**src/rtl/rdp_pkg.sv**
```systemverilog
// Shared types for the ready/data serial output port.
package rdp_pkg;
    // Phases of the shared pin, in the order the sequencer visits them.
    typedef enum logic [2:0] {
        PH_IDLE = 3'd0,
        PH_XFER = 3'd1,
        PH_LOW  = 3'd2,
        PH_HIGH = 3'd3,
        PH_DATA = 3'd4,
        PH_EOW  = 3'd5
    } phase_t;
endpackage

```
**src/rtl/rdp_sclk_edge.sv**
```systemverilog
// Brings the asynchronous host serial clock into the system domain and flags
// each falling edge for one system clock.
// Assumes each serial clock level lasts longer than STAGES system clocks.
module rdp_sclk_edge #(
    parameter int STAGES = 2
) (
    input  logic clk,
    input  logic rst_n,
    input  logic sclk_in,
    output logic fall
);
    logic [STAGES-1:0] sync_q;
    logic              prev_q;

    // Synchroniser chain plus one delayed copy for edge detection.
    always_ff @(posedge clk) begin
        if (!rst_n) begin
            sync_q <= '0;
            prev_q <= 1'b0;
        end else begin
            sync_q <= {sync_q[STAGES-2:0], sclk_in};
            prev_q <= sync_q[STAGES-1];
        end
    end

    // A falling edge is seen when the synchronised level drops.
    assign fall = prev_q & ~sync_q[STAGES-1];
endmodule

```
**src/rtl/rdp_result_hold.sv**
```systemverilog
// Holds the newest result word until the sequencer takes it, and keeps the
// word being shifted out stable for the whole window.
// Assumes load is only raised when the port is in ready mode.
module rdp_result_hold #(
    parameter int W = 24
) (
    input  logic         clk,
    input  logic         rst_n,
    input  logic         stb,
    input  logic [W-1:0] word_in,
    input  logic         load,
    output logic         pend,
    output logic [W-1:0] word_q
);
    logic [W-1:0] pend_word;

    // Capture strobed words; a newer strobe replaces an older pending one.
    always_ff @(posedge clk) begin
        if (!rst_n) begin
            pend      <= 1'b0;
            pend_word <= '0;
        end else begin
            if (stb) begin
                pend      <= 1'b1;
                pend_word <= word_in;
            end else if (load) begin
                pend <= 1'b0;
            end
        end
    end

    // Move the pending word into the active register when a window starts.
    always_ff @(posedge clk) begin
        if (!rst_n) word_q <= '0;
        else if (load) word_q <= pend_word;
    end

    // the active word changes only when a new window is started.
    assert_word_stable_R9: assert property (@(posedge clk) disable iff (!rst_n)
        !load |=> $stable(word_q));
endmodule

```
**src/rtl/rdp_sequencer.sv**
```systemverilog
// Steps the shared pin through its phases and times each phase with one
// down-counter. It requests a word load when ready mode sees a pending result,
// and a pointer clear on entry to the transfer and end-of-window phases.
// Assumes every phase length parameter is at least one.
module rdp_sequencer
    import rdp_pkg::*;
#(
    parameter int XFER_CYC = 6,
    parameter int LOW_CYC  = 4,
    parameter int HIGH_CYC = 8,
    parameter int DATA_CYC = 400,
    parameter int EOW_CYC  = 3
) (
    input  logic   clk,
    input  logic   rst_n,
    input  logic   pend,
    output phase_t phase,
    output logic   load,
    output logic   ptr_clr
);
    function automatic int max2(input int a, input int b);
        return (a > b) ? a : b;
    endfunction

    localparam int MAXD = max2(max2(max2(XFER_CYC, LOW_CYC), max2(HIGH_CYC, DATA_CYC)), EOW_CYC);
    localparam int CW   = $clog2(MAXD + 1);

    logic [CW-1:0] cnt_q;
    phase_t        nxt;

    // Length minus one of the phase being entered.
    function automatic logic [CW-1:0] dur_of(input phase_t p);
        case (p)
            PH_XFER: return CW'(XFER_CYC - 1);
            PH_LOW:  return CW'(LOW_CYC - 1);
            PH_HIGH: return CW'(HIGH_CYC - 1);
            PH_DATA: return CW'(DATA_CYC - 1);
            PH_EOW:  return CW'(EOW_CYC - 1);
            default: return '0;
        endcase
    endfunction

    // Next-phase choice; a timed phase moves on once its counter reaches zero.
    always_comb begin
        nxt  = phase;
        load = 1'b0;
        case (phase)
            PH_IDLE: if (pend) begin
                nxt  = PH_XFER;
                load = 1'b1;
            end
            PH_XFER: if (cnt_q == '0) nxt = PH_LOW;
            PH_LOW:  if (cnt_q == '0) nxt = PH_HIGH;
            PH_HIGH: if (cnt_q == '0) nxt = PH_DATA;
            PH_DATA: if (cnt_q == '0) nxt = PH_EOW;
            PH_EOW:  if (cnt_q == '0) nxt = PH_IDLE;
            default: nxt = PH_IDLE;
        endcase
    end

    // Pointer clear on entry to the transfer or end-of-window phase.
    assign ptr_clr = (nxt != phase) && (nxt == PH_XFER || nxt == PH_EOW);

    // Phase register and its duration counter.
    always_ff @(posedge clk) begin
        if (!rst_n) begin
            phase <= PH_IDLE;
            cnt_q <= '0;
        end else begin
            phase <= nxt;
            if (nxt != phase)      cnt_q <= dur_of(nxt);
            else if (cnt_q != '0)  cnt_q <= cnt_q - CW'(1);
        end
    end

    // the low pulse is always preceded by the transfer phase.
    assert_low_after_xfer_R2: assert property (@(posedge clk) disable iff (!rst_n)
        (phase == PH_LOW && $past(phase) != PH_LOW) |-> $past(phase) == PH_XFER);
    // data mode is always entered from the high phase.
    assert_data_after_high_R2: assert property (@(posedge clk) disable iff (!rst_n)
        (phase == PH_DATA && $past(phase) != PH_DATA) |-> $past(phase) == PH_HIGH);
    // ready mode holds while nothing is pending.
    assert_idle_waits_R8: assert property (@(posedge clk) disable iff (!rst_n)
        (phase == PH_IDLE && !pend) |=> phase == PH_IDLE);
    // a window in progress runs to its end-of-window phase before the next starts.
    assert_no_restart_R9: assert property (@(posedge clk) disable iff (!rst_n)
        (phase == PH_XFER && $past(phase) != PH_XFER) |-> $past(phase) == PH_IDLE);
endmodule

```
**src/rtl/rdp_bit_shifter.sv**
```systemverilog
// Keeps the bit pointer for data mode and selects the level for the pin.
// The pointer counts falling serial clock edges and saturates one past the
// last bit, which marks an over-read.
// Assumes ptr_clr comes from the sequencer on phase entry.
module rdp_bit_shifter #(
    parameter int W = 24
) (
    input  logic         clk,
    input  logic         rst_n,
    input  logic [W-1:0] word,
    input  logic         in_data,
    input  logic         fall,
    input  logic         ptr_clr,
    output logic         bit_out
);
    localparam int PW = $clog2(W + 2);
    localparam logic [PW-1:0] PTR_OVER = PW'(W + 1);

    logic [PW-1:0] ptr_q;

    // Pointer: cleared on phase entry, advanced by falling edges in data mode only.
    always_ff @(posedge clk) begin
        if (!rst_n)                                  ptr_q <= '0;
        else if (ptr_clr)                            ptr_q <= '0;
        else if (in_data && fall && ptr_q != PTR_OVER) ptr_q <= ptr_q + PW'(1);
    end

    // Level select: bit W-1-ptr, then the last bit held, then low on over-read.
    always_comb begin
        bit_out = 1'b0;
        if (ptr_q < PW'(W))       bit_out = word[W - 1 - int'(ptr_q)];
        else if (ptr_q == PW'(W)) bit_out = word[0];
    end

    // a clear request empties the pointer on the next clock.
    assert_ptr_clear_R7: assert property (@(posedge clk) disable iff (!rst_n)
        ptr_clr |=> ptr_q == '0);
    // each detected falling edge in data mode moves exactly one bit.
    assert_ptr_step_R4: assert property (@(posedge clk) disable iff (!rst_n)
        (in_data && fall && !ptr_clr && ptr_q != PTR_OVER) |=> ptr_q == $past(ptr_q) + PW'(1));
    // outside data mode the pointer does not move except when cleared.
    assert_ptr_ignore_R10: assert property (@(posedge clk) disable iff (!rst_n)
        (!in_data && !ptr_clr) |=> $stable(ptr_q));
    // once past the last bit the pointer stays there until cleared.
    assert_ptr_saturate_R6: assert property (@(posedge clk) disable iff (!rst_n)
        (ptr_q == PTR_OVER && !ptr_clr) |=> ptr_q == PTR_OVER);
endmodule

```
**src/rtl/rdy_data_port.sv**
```systemverilog
// Shared ready/data serial output port. Announces each new result with a
// timed high-low-high pattern, then shifts the result out MSB first on
// falling edges of the host serial clock, then closes the window.
// Assumes res_stb is a single-clock pulse and host_sclk idles low.
module rdy_data_port
    import rdp_pkg::*;
#(
    parameter int W           = 24,
    parameter int SYNC_STAGES = 2,
    parameter int XFER_CYC    = 6,
    parameter int LOW_CYC     = 4,
    parameter int HIGH_CYC    = 8,
    parameter int DATA_CYC    = 400,
    parameter int EOW_CYC     = 3
) (
    input  logic         clk,
    input  logic         rst_n,
    input  logic         res_stb,
    input  logic [W-1:0] res_word,
    input  logic         host_sclk,
    output logic         line_out
);
    phase_t       phase;
    logic         fall, pend, load, ptr_clr, bit_out;
    logic [W-1:0] word_q;

    rdp_sclk_edge #(.STAGES(SYNC_STAGES)) u_edge (
        .clk(clk), .rst_n(rst_n), .sclk_in(host_sclk), .fall(fall)
    );

    rdp_result_hold #(.W(W)) u_hold (
        .clk(clk), .rst_n(rst_n), .stb(res_stb), .word_in(res_word),
        .load(load), .pend(pend), .word_q(word_q)
    );

    rdp_sequencer #(
        .XFER_CYC(XFER_CYC), .LOW_CYC(LOW_CYC), .HIGH_CYC(HIGH_CYC),
        .DATA_CYC(DATA_CYC), .EOW_CYC(EOW_CYC)
    ) u_seq (
        .clk(clk), .rst_n(rst_n), .pend(pend),
        .phase(phase), .load(load), .ptr_clr(ptr_clr)
    );

    rdp_bit_shifter #(.W(W)) u_shift (
        .clk(clk), .rst_n(rst_n), .word(word_q), .in_data(phase == PH_DATA),
        .fall(fall), .ptr_clr(ptr_clr), .bit_out(bit_out)
    );

    // Pin level: low pulse, serial data, or the high ready level.
    always_comb begin
        case (phase)
            PH_LOW:  line_out = 1'b0;
            PH_DATA: line_out = bit_out;
            default: line_out = 1'b1;
        endcase
    end

    // the pin is only low during the low pulse or in data mode.
    assert_low_only_pulse_or_data_R8: assert property (@(posedge clk) disable iff (!rst_n)
        !line_out |-> (phase == PH_LOW || phase == PH_DATA));
    // reset leaves the pin at the ready level.
    assert_reset_high_R1: assert property (@(posedge clk)
        !rst_n |=> line_out);
endmodule

```
**config.mk**
```make
export PLATFORM = sky130hd
export DESIGN_NAME = rdy_data_port
export DESIGN_NICKNAME = d
export VERILOG_FILES = /design/src/rtl/rdp_pkg.sv /design/src/rtl/rdp_sclk_edge.sv /design/src/rtl/rdp_result_hold.sv /design/src/rtl/rdp_sequencer.sv /design/src/rtl/rdp_bit_shifter.sv /design/src/rtl/rdy_data_port.sv
export SDC_FILE = /design/constraint.sdc
export NUM_CORES = 1
export LEC_CHECK = 0
export BUFFER_PORTS_ARGS = -buffer_cell sky130_fd_sc_hd__clkbuf_2
export CORE_MARGIN = 5
export CORE_UTILIZATION = 45
export DETAILED_ROUTE_END_ITERATION = 6
export PLACE_DENSITY = 0.72
export SKIP_LAST_GASP = 1
export SYNTH_ARGS = -nofsm -noshare
export SYNTH_HDL_FRONTEND = slang
export SYNTH_SLANG_ARGS = --single-unit
```
**constraint.sdc**
```tcl
create_clock -name clk -period 3.6 [get_ports clk]
set_input_delay 1.08 -clock clk [delete_from_list [all_inputs] [get_ports clk]]
set_output_delay 1.08 -clock clk [all_outputs]
set_load 0.01 [all_outputs]
```
-- Word-level counts from Yosys, hierarchy flattened
Index checks and enable logic that the tools add are counted.
W data, S select, Z words.
- register bits after elaboration: 69
- logic and storage cells: 59
- equal/unequal tests: 13
- $lt $le $gt $ge: 2
- $add $sub $neg: 3
- bitwise logic cells: 3
- mux-type cells: 20
- reductions and logical operators: 10
- operators by type and width (cell ; number):
    $pmux W9 S5 ; 1
    $lt A32 B7 Y1 const B ; 1
    $mux W3 ; 6
    $mux W9 ; 2
    $pmux W3 S6 ; 1
    $eq A3 B2 Y1 const B ; 4
    $eq A3 B3 Y1 const B ; 4
    $logic_not A9 Y1 ; 1
    $reduce_bool A9 Y1 ; 1
    $sub A9 B1 Y9 const B ; 1
    $mux W1 ; 8
    $eq A3 B1 Y1 const B ; 2
    $sub A5 B5 Y6 const A ; 1
    $add A5 B1 Y5 const B ; 1
    $bmux W1 S5 ; 1
    $eq A5 B5 Y1 const B ; 1
    $lt A5 B5 Y1 const B ; 1
    $ne A5 B5 Y1 const B ; 1
    $reduce_bool A2 Y1 ; 2
    $logic_and A1 B1 Y1 ; 3
    $logic_not A3 Y1 ; 1
    $ne A3 B3 Y1 ; 1
    $not A1 Y1 ; 2
    $pmux W1 S2 ; 1
    other kinds (3) ; 3

-- Longest topological paths before layout
Gate-level depths: netlist of run 1.
- depth in word-level cells: 7
- mapped depth: 7

-- Modules after synthesis
A second synthesis of run 1 with hierarchy kept.
- cell total of the unflattened synthesis: 316
- area, all modules: 3368.2 sq um
- modules (own cells, without submodules) (module ; times used ; area each (sq um) ; cells each):
    rdp_result_hold ; 1 ; 1899.3 ; 158
    rdp_sequencer ; 1 ; 837.1 ; 95
    rdp_bit_shifter ; 1 ; 509.2 ; 52
    rdp_sclk_edge ; 1 ; 88.8 ; 7
    rdy_data_port ; 1 ; 33.8 ; 4

-- Worst setup path before layout of run 1
OpenSTA, ideal clock, no wires.
- kind: flip-flop to output port
- from: register u_shift.ptr_q[1]
- to: output line_out
- path slack: 0.995 ns
- buffers on the path: 1
- arrival time: 1.525 ns
- data required time: 2.520 ns
- cell stages (with the launch flop): 6
- cell sequence: dfxtp_1 > clkbuf_1 > mux2_2 > o311a_1 > o311ai_0 > a41oi_1
- word-level cells in the longest chain between the ends: 6
- elaborated cells on any way between the ends: 9
- ends and longest elaborated chain (element ; RTL line ; RTL):
    from (decl) ; rdp_bit_shifter.sv:19 ; logic [PW-1:0] ptr_q;
    from (signal assigned) ; rdp_bit_shifter.sv:25 ; else if (in_data && fall && ptr_q != PTR_OVER) ptr_q <= ptr_q + PW'(1);
    $sub A5 B5 Y6 ; rdp_bit_shifter.sv:31 ; if (ptr_q < PW'(W)) bit_out = word[W - 1 - int'(ptr_q)];
    $bmux W1 S5 ; rdp_bit_shifter.sv:31 ;
    $mux W1 (implied by the code) (2 in series) ; rdp_bit_shifter.sv:31 ;
    $mux W1 (*) ; rdp_bit_shifter.sv:31 ;
    $pmux W1 S2 (*) ; rdy_data_port.sv:51 ; case (phase)
    to (decl) ; rdy_data_port.sv:21 ; output logic line_out
Every way passes the cells marked *; elsewhere a longest branch is shown, timed or not. The select of a mux whose other input is x is not followed.

-- Final worst setup path of run 1
- from: register u_shift.ptr_q[0]
- to: output line_out
The elaborated chain is that of the path after synthesis.

==> impl_metrics.ini, run 1 <==
[sta]
max_slew_margin_pct = 46.1
maxSlewViolCount = 0
finClkSkew_ns = 0.00447
rsz0062_at_grt = no
setup_tns_ns = 0
hold_viol = 0
max_slew.worst_pin.slew_ns = 0.809
setup_viol = 0
post-route-min-period_ns = 3.24
fmax_ghz = 0.308
timing.final.crit_share_pct = 90.1
holdWs_ns = 0.442

[clock_tree]
cts.sinks = 69
cts_buffers = 9
clk_latency_ns = 0.35
htree_num_levels = 3
clkSlewWorstSetupHoldPaths_ns = 0.08
cts_resized = 0
cts_tree = built
root_buffer = clkbuf_8
cts_hold_buf = 0
clockBufferDepth = 2
post_cts_buffers = 0

[grt]
grt_max_degree = 57
met1_usage_pct = 18.3
grt_busiest_layer = met2
grt_pass1_wl_um = 10400
use_met2_pct = 24.8
grt_pass1_vias = 2257
antenna_found_initial = 0
gr-total-overflow = 0
use_met3_pct = 5.07
track_usage_pct = 15.1

[floorplanning]
fp.dieW_um = 93.1
die_area_um2 = 8670
initial_core_util_pct = 46.0
rows = 30
ios = 29
die_h_um = 93.1
coreArea_um2 = 6760

[worst_setup_path]
critical-path-max-stage-delay_ns = 0.65
crit_type = reg -> out
path_cells = mux4_2 -> nand2b_1 -> o311ai_0 -> a41oi_1 -> clkbuf_2
arrival_ns = 2.16
cp_max_fo = 12
startpoint_type = flop
crit_slowest_cell = dfxtp_1
required_ns = 2.52
end_kind = output port

[logic_synthesis]
yosys.area.top_type = dfxtp_1
ys.flop_type = dfxtp_1
async_flop_share_pct = 0
netlist_area_um2 = 3110
ys_warn_count = 0
synth_enable_flop_cells = 0
synth_cell_type_count = 53
synth-seq-cells = 69
synthTopCellsByCount = 69 x dfxtp_1, 53 x nand2_1, 34 x a21oi_1, 34 x nor2_1, 28 x mux2i_1
synth_cells = 343
yosysMostFrequentCell = dfxtp_1
syn-mean-instance-area_um2 = 9.06
ys_top_cells_by_area = dfxtp_1 44%, mux2i_1 9.0%, nand2_1 6.4%
synth-seq-area-share_pct = 44.4
postSynthNetCount = 377
synth_top_area_share_pct = 44.4

[detailed_routing]
via_count = 2376
first_pass_iters = 4
avgRoutedWirePerCell_um = 13.8
drc = 0
final_antenna_net_count = 0
wirelength_um = 6170
vias_per_cell = 5.32
drt_first_iter_violations = 131

[pwr]
internal-power_uw = 1460
p_leak_uw = 0.00138
switchingPower_uw = 803
seqPwrFrac_pct = 42.7
clockPowerShare_pct = 28.7
powerDensity_nw_per_um2 = 648
power_frac_comb_pct = 28.6
peakVddDrop_v = 0.000307
switching_share_pct = 35.5

[cells_and_area]
nNetsFinal = 396
area_delta_synth_final_pct = 12.2
drive_above_1_share_pct = 16.6
n_antenna_cell = 0

[status]
status = completed

[placed_design]
gp_congestion = 0.895
port_buffers = 28
place_hpwl_um = 4170

[worst_hold_path]
min_path_type = reg -> reg

[run]
maxCapViolCount = 0
==> cells in the final DEF, fill, tap and decap left out, types with 3 or more instances in the layout <==
cell type | Yosys | final
and2_1 | 4 | 4
nor2_1 | 34 | 34
a211oi_1 | 3 | 3
or3_1 | 4 | 4
xor2_1 | 4 | 4
mux2_2 | 3 | 3
a31oi_1 | 4 | 4
nor2b_1 | 4 | 4
nand3_1 | 6 | 6
xnor2_1 | 4 | 4
dfxtp_1 | 69 | 69
clkbuf_8 | 0 | 9
ha_1 | 6 | 6
inv_1 | 7 | 7
mux2i_1 | 28 | 28
nand2_1 | 53 | 53
a21oi_1 | 34 | 34
o21ai_0 | 8 | 8
mux4_2 | 3 | 3
clkbuf_2 | 1 | 28
nor3_1 | 5 | 5
==> logic make-up (layout without fill, tap and decap cells) <==
group / count (synthesis) / in the layout / synth area share (%)
mux: 34 / 34 / 12.3
fa+ha+maj: 6 / 6 / 2.41
flops: 69 / 69 / 44.4
xor+xnor: 8 / 8 / 2.25
compound gates: 64 / 64 / 12.5
buf+inv: 29 / 53 / 3.78
simple gates: 133 / 133 / 22.3
==> registers in the layout, indices dropped and copies added, names as in the netlist <==
name / cells
u_seq.cnt_q: 9
u_edge.sync_q: 2
u_seq.phase: 3
u_edge.prev_q: 1
u_hold.pend: 1
u_hold.pend_word: 24
u_shift.ptr_q: 5
u_hold.word_q: 24
==> final cells by class <==
cell class / instances / area, µm²
clock buffers: 9 / 124
inverters: 7 / 26.3
well taps: 80 / 100
multi-input cells: 245 / 1620
clock inverters: 7 / 82.6
fillers: 654 / 3270
flip-flops and latches: 69 / 1380
repair buffers: 30 / 155
==> path summary, 6_finish.rpt <==
| path | slack [ns] | endpoint | startpoint | cells past startpoint |
|---|---|---|---|---|
| setup reg to reg | 1.59 | u_shift.ptr_q[0] | u_seq.cnt_q[0] | 6 |
| hold reg to reg | 0.44 | u_edge.sync_q[1] | u_edge.sync_q[0] | 1 |
| setup / recovery | 0.36 | line_out | u_shift.ptr_q[0] | 5 |
| hold / removal | 0.44 | u_edge.sync_q[1] | u_edge.sync_q[0] | 1 |
==> power groups by stage <==
stage	logic, µW	registers, µW	clock network, µW
after floorplan	554	928	0
after global placement	624	977	0
after detailed placement	633	983	0
after CTS	643	965	667
after global routing	725	980	703
final	646	965	649
==> critical path: cells and delay by family (launching register included) <==
family | cells | cell delay, ns
AOI/OAI and AO/OA | 2 | 0.30
buffers and inverters | 1 | 0.16
DFF | 1 | 0.65
muxes | 1 | 0.56
and+or+nand+nor | 1 | 0.15
==> per-stage QoR <==
stage / total power, µW / cells / utilization, % / worst slack, ns / area [µm²]
after floorplan: 1480 / 343 / - / 0.995 / 3110
after global placement: 1600 / 431 / 48.6 / 0.752 / 3280
after detailed placement: 1620 / 431 / 48.6 / 0.711 / 3280
after CTS: 2280 / 447 / 51.6 / 0.327 / 3490
after global routing: 2410 / 447 / 51.6 / 0.243 / 3490
final: 2260 / 447 / 51.6 / 0.357 / 3490
==> per-layer routing <==
metal	wire length, µm	up-vias
met5	0	-
met3	236	7
li1	-	1240
met1	2840	1089
met4	61	0
met2	3040	40
Power figures use the tool's default switching activity.
==> run 2, diff against run 1 <==
==> constraint.sdc (replaced) <==
create_clock -name clk -period 4.1 [get_ports clk]
set_input_delay 1.23 -clock clk [delete_from_list [all_inputs] [get_ports clk]]
set_output_delay 1.23 -clock clk [all_outputs]
set_load 0.01 [all_outputs]
==> run 2 against run 1 <==
  * First-iteration DRC count is 11% higher
  * Clock power is 17% lower
  * Largest cell class unchanged
  * Via count is 4.2% higher
  * Worst setup slack better by 0.34 ns
  * Hold slack better by 0.0090 ns
  * Clock skew is 0.0062 ns higher
  * Sequential share of layout area is 0.17 points higher
  * Highest routed layer unchanged
  * Core utilization is 0.22 points lower
  * Sequential power is 12% lower
  * Die area stayed put
  * Critical endpoint unchanged
==> impl_metrics.ini, run 2 (synthesis results as in run 1) <==
[worst_setup_path]
startpoint_type = flop
crit_family = flip-flops
end_kind = output port
critical-path-max-stage-delay_ns = 0.65
cp_max_fo = 12
required_ns = 2.87
path_cells = mux4_2 -> nand2b_1 -> o311ai_0 -> a41oi_1 -> clkbuf_2
crit_slowest_cell = dfxtp_1
timing.critical_path.buf_inv = 1
arrival_ns = 2.18
crit_type = reg -> out

[detailed_routing]
wirelength_um = 6140
via_count = 2475
wl_met3_um = 226
drt_first_iter_violations = 145
drt-met1-wl_um = 2890
route.top_layer_used = met4
first_pass_iters = 7
avgRoutedWirePerCell_um = 13.8
drc = 0
final_antenna_net_count = 0
dr_wl_met2_um = 2930
vias_per_cell = 5.55

[cells_and_area]
area_delta_synth_final_pct = 11.7
reg.largest.list = u_hold.pend_word (24), u_hold.word_q (24), u_seq.cnt_q (9)
drive_above_1_share_pct = 15.8
nNetsFinal = 396
n_antenna_cell = 0
layout_common_cells = 69 x dfxtp_1, 53 x nand2_1, 34 x nor2_1, 34 x a21oi_1
instances_no_fill = 446
layout_commonest_cell = dfxtp_1

[clock_tree]
htree_num_levels = 3
clk_latency_ns = 0.34
cts_resized = 0
cts_tree = built
root_buffer = clkbuf_8
post_cts_buffers = 0
cts_buffers = 9
clkSlewWorstSetupHoldPaths_ns = 0.07
cts_hold_buf = 0
clockBufferDepth = 2
cts.sinks = 69

[placed_design]
gp_congestion = 0.874
placed_cells = 431
post-place-ws_ns = 1.06
place_hpwl_um = 4160
port_buffers = 28

[sta]
timing.final.crit_share_pct = 83.1
setup_viol = 0
setup_slack_ns = 0.694
setup_tns_ns = 0
max_slew.worst_pin.slew_ns = 0.844
maxSlewViolCount = 0
max_slew_margin_pct = 43.6
fmax_ghz = 0.294
rsz0062_at_grt = no
finClkSkew_ns = 0.0107
holdWs_ns = 0.451
hold_viol = 0
post-route-min-period_ns = 3.41

[pwr]
powerDensity_nw_per_um2 = 561
switching_share_pct = 34.1
power_frac_comb_pct = 28.7
seqPwrFrac_pct = 43.6
peakVddDrop_v = 0.000280
p_leak_uw = 0.00137
internal-power_uw = 1290
clockPowerShare_pct = 27.6
switchingPower_uw = 664

[floorplanning]
fp.dieW_um = 93.1
rows = 30
coreArea_um2 = 6760
initial_core_util_pct = 46.0
ios = 29
die_h_um = 93.1
die_area_um2 = 8670

[grt]
antenna_found_initial = 0
gr-total-overflow = 0
track_usage_pct = 15.3
grt_pass1_wl_um = 10800
grt_pass1_vias = 2361
grt_max_degree = 57

[status]
status = completed

[run]
maxCapViolCount = 0

[worst_hold_path]
min_path_type = reg -> reg
run 2: cell count changes in the layout (fill, tap and decap cells not counted), sizes merged:
cell and change:
clkbuf +3, inv -3, clkinvlp -1
run 2: area by class of cell:
| type | instances | area [µm²] |
|---|---|---|
| Timing Repair Buffer | 30 | 155 |
| Sequential cell | 69 | 1380 |
| Clock inverter | 3 | 46.3 |
| Tap cell | 80 | 100 |
| Clock buffer | 12 | 145 |
| Inverter | 7 | 26.3 |
| Multi-Input combinational cell | 245 | 1620 |
| Fill cell | 652 | 3280 |
run 2: metrics by stage:
step                      util (%)  total power, µW  area, µm²
after floorplan                  -             1300       3110
after global placement        48.6             1400       3280
after detailed placement      48.6             1410       3280
after CTS                     51.4             1960       3470
after global routing          51.4             2080       3470
final                         51.4             1950       3470
run 2: final timing paths:
kind / startpoint / endpoint / slack [ns] / depth (start not counted)
setup / recovery: u_shift.ptr_q[0] / line_out / 0.69 / 5
hold / removal: u_hold.pend_word[11] / u_hold.word_q[11] / 0.45 / 2
setup reg to reg: u_seq.cnt_q[0] / u_shift.ptr_q[3] / 2.11 / 6
hold reg to reg: u_hold.pend_word[11] / u_hold.word_q[11] / 0.45 / 2
run 2: power groups by stage:
stage / clock (µW) / combinational (µW) / sequential [µW]
after floorplan: 0 / 487 / 815
after global placement: 0 / 545 / 859
after detailed placement: 0 / 551 / 864
after CTS: 553 / 560 / 849
after global routing: 582 / 630 / 864
final: 539 / 560 / 850
run 2: metal layers:
layer / global-route usage (%) / vias up
met1: 18.7 / 1174
met3: 4.91 / 10
li1: - / 1243
met2: 25.7 / 48
met5: 0 / -
met4: 4.76 / 0
run 2: worst reg2reg max path, delay by kind of cell, from the launching register on:
family / cells / cell delay, ns
flip-flops: 1 / 0.35
adder cells (fa/ha/maj): 1 / 0.22
buffers and inverters: 1 / 0.09
AND/OR/NAND/NOR: 2 / 0.56
AO/OA/AOI/OAI: 2 / 0.63
==> run 3, diff against run 2 <==
==> constraint.sdc (replaced) <==
create_clock -name clk -period 3.3 [get_ports clk]
set_input_delay 0.99 -clock clk [delete_from_list [all_inputs] [get_ports clk]]
set_output_delay 0.99 -clock clk [all_outputs]
set_load 0.01 [all_outputs]
==> run 3 against run 2 <==
  * Sequential share of layout area down 0.37 points
  * Clock skew down 0.0046 ns
  * Power up 29%
  * Worst setup slack worse by 0.55 ns
  * Hold slack worse by 0.017 ns
  * Via count down 1.5%
  * Count of clock-buffer cells in the layout down 1
==> impl_metrics.ini, run 3 (synthesis results as in run 1) <==
[cells_and_area]
layout_commonest_cell = dfxtp_1
n_antenna_cell = 0
drive_above_1_share_pct = 16.3
reg.largest.list = u_hold.pend_word (24), u_hold.word_q (24), u_seq.cnt_q (9)
area_delta_synth_final_pct = 12.8
layout_common_cells = 69 x dfxtp_1, 53 x nand2_1, 34 x nor2_1, 34 x a21oi_1
fillers = 647
nNetsFinal = 396

[floorplanning]
ios = 29
die_area_um2 = 8670
rows = 30
fp.dieW_um = 93.1
coreArea_um2 = 6760
die_h_um = 93.1
initial_core_util_pct = 46.0

[sta]
fmax_ghz = 0.317
maxSlewViolCount = 0
max_slew.worst_pin.slew_ns = 0.822
finClkSkew_ns = 0.00610
hold_viol = 0
timing.final.crit_share_pct = 95.6
setup_tns_ns = 0
max_slew_margin_pct = 45.1
post-route-min-period_ns = 3.15
rsz0062_at_grt = no
setup_viol = 0

[clock_tree]
clockBufferDepth = 2
cts_hold_buf = 0
cts_tree = built
root_buffer = clkbuf_8
htree_num_levels = 3
clk_latency_ns = 0.34
cts_buffers = 9
cts.sinks = 69
clkSlewWorstSetupHoldPaths_ns = 0.07
post_cts_buffers = 0
cts_resized = 0

[grt]
grt_pass1_vias = 2321
antenna_found_initial = 0
track_usage_pct = 15.2
grt_max_degree = 57
gr-total-overflow = 0
grt_pass1_wl_um = 10600

[pwr]
p_leak_uw = 0.00139
powerDensity_nw_per_um2 = 718
total_power_uw = 2520
power_frac_comb_pct = 27.8
internal-power_uw = 1680
clockPowerShare_pct = 30.4
switching_share_pct = 33.4
seqPwrFrac_pct = 41.9
peakVddDrop_v = 0.000350
switchingPower_uw = 840

[detailed_routing]
drc = 0
first_pass_iters = 4
final_antenna_net_count = 0
via_count = 2438
vias_per_cell = 5.45
wirelength_um = 6110
avgRoutedWirePerCell_um = 13.7
drt_first_iter_violations = 135

[placed_design]
port_buffers = 28
place_hpwl_um = 4170
gp_congestion = 0.895

[worst_setup_path]
path_cells = mux4_2 -> nand2b_1 -> o311ai_0 -> a41oi_1 -> clkbuf_2
crit_family = flip-flops
arrival_ns = 2.16
end_kind = output port
cp_max_fo = 12
required_ns = 2.31
startpoint_type = flop
timing.critical_path.buf_inv = 1
crit_type = reg -> out
critical-path-max-stage-delay_ns = 0.65
crit_slowest_cell = dfxtp_1

[status]
status = completed

[worst_hold_path]
min_path_type = reg -> reg

[run]
maxCapViolCount = 0
[run 3: cell count changes in the layout (fill, tap and decap cells not counted)]
cell        before  now
bufinv_16        1    2
clkinv_2         0    1
clkinvlp_4       1    0
inv_6            0    1
clkbuf_1         2    1
[run 3: per-layer routing]
metal  share of wire [%]  GRT usage (%)  vias to the layer above
met1                  46           18.3                     1136
met2                  48           25.2                       53
met3                 4.3           4.34                        8
met4                 1.3           6.59                        0
li1                    -              -                     1241
met5                   0              0                        -
[run 3: worst paths after layout]
kind,from,to,slack [ns],cells past startpoint
max,u_shift.ptr_q[0],line_out,0.15,5
max reg2reg,u_seq.cnt_q[0],u_shift.ptr_q[0],1.33,6
min,u_edge.sync_q[0],u_edge.sync_q[1],0.43,1
min reg2reg,u_edge.sync_q[0],u_edge.sync_q[1],0.43,1
[run 3: power groups by stage]
stage	combinational, µW	sequential, µW	clock, µW
floorplan	604	1010	0
global placement	680	1070	0
detailed placement	693	1070	0
CTS	702	1050	789
global route	790	1070	822
finish	700	1050	764
[run 3: layout make-up]
| cell class | instances | area, µm² | share of cell area (%) |
|---|---|---|---|
| Sequential cell | 69 | 1380 | 39.4 |
| Clock inverter | 5 | 82.6 | 2.36 |
| Multi-Input combinational cell | 245 | 1620 | 46.2 |
| Clock buffer | 11 | 141 | 4.03 |
| Inverter | 7 | 26.3 | 0.749 |
| Timing Repair Buffer | 30 | 155 | 4.43 |
| Tap cell | 80 | 100 | 2.86 |
[run 3: stage by stage]
| stage | hold WS [ns] | worst slack, ns | instance area [µm²] | utilization [%] | std cells |
|---|---|---|---|---|---|
| final | 0.433 | 0.146 | 3510 | 51.9 | 447 |
| after global routing | 0.474 | 0.0208 | 3510 | 51.9 | 447 |
| after CTS | 0.437 | 0.120 | 3510 | 51.9 | 447 |
| after detailed placement | 0.418 | 0.503 | 3280 | 48.6 | 431 |
| after global placement | 0.423 | 0.542 | 3280 | 48.6 | 431 |
| after floorplan | 0.412 | 0.785 | 3110 | - | 343 |
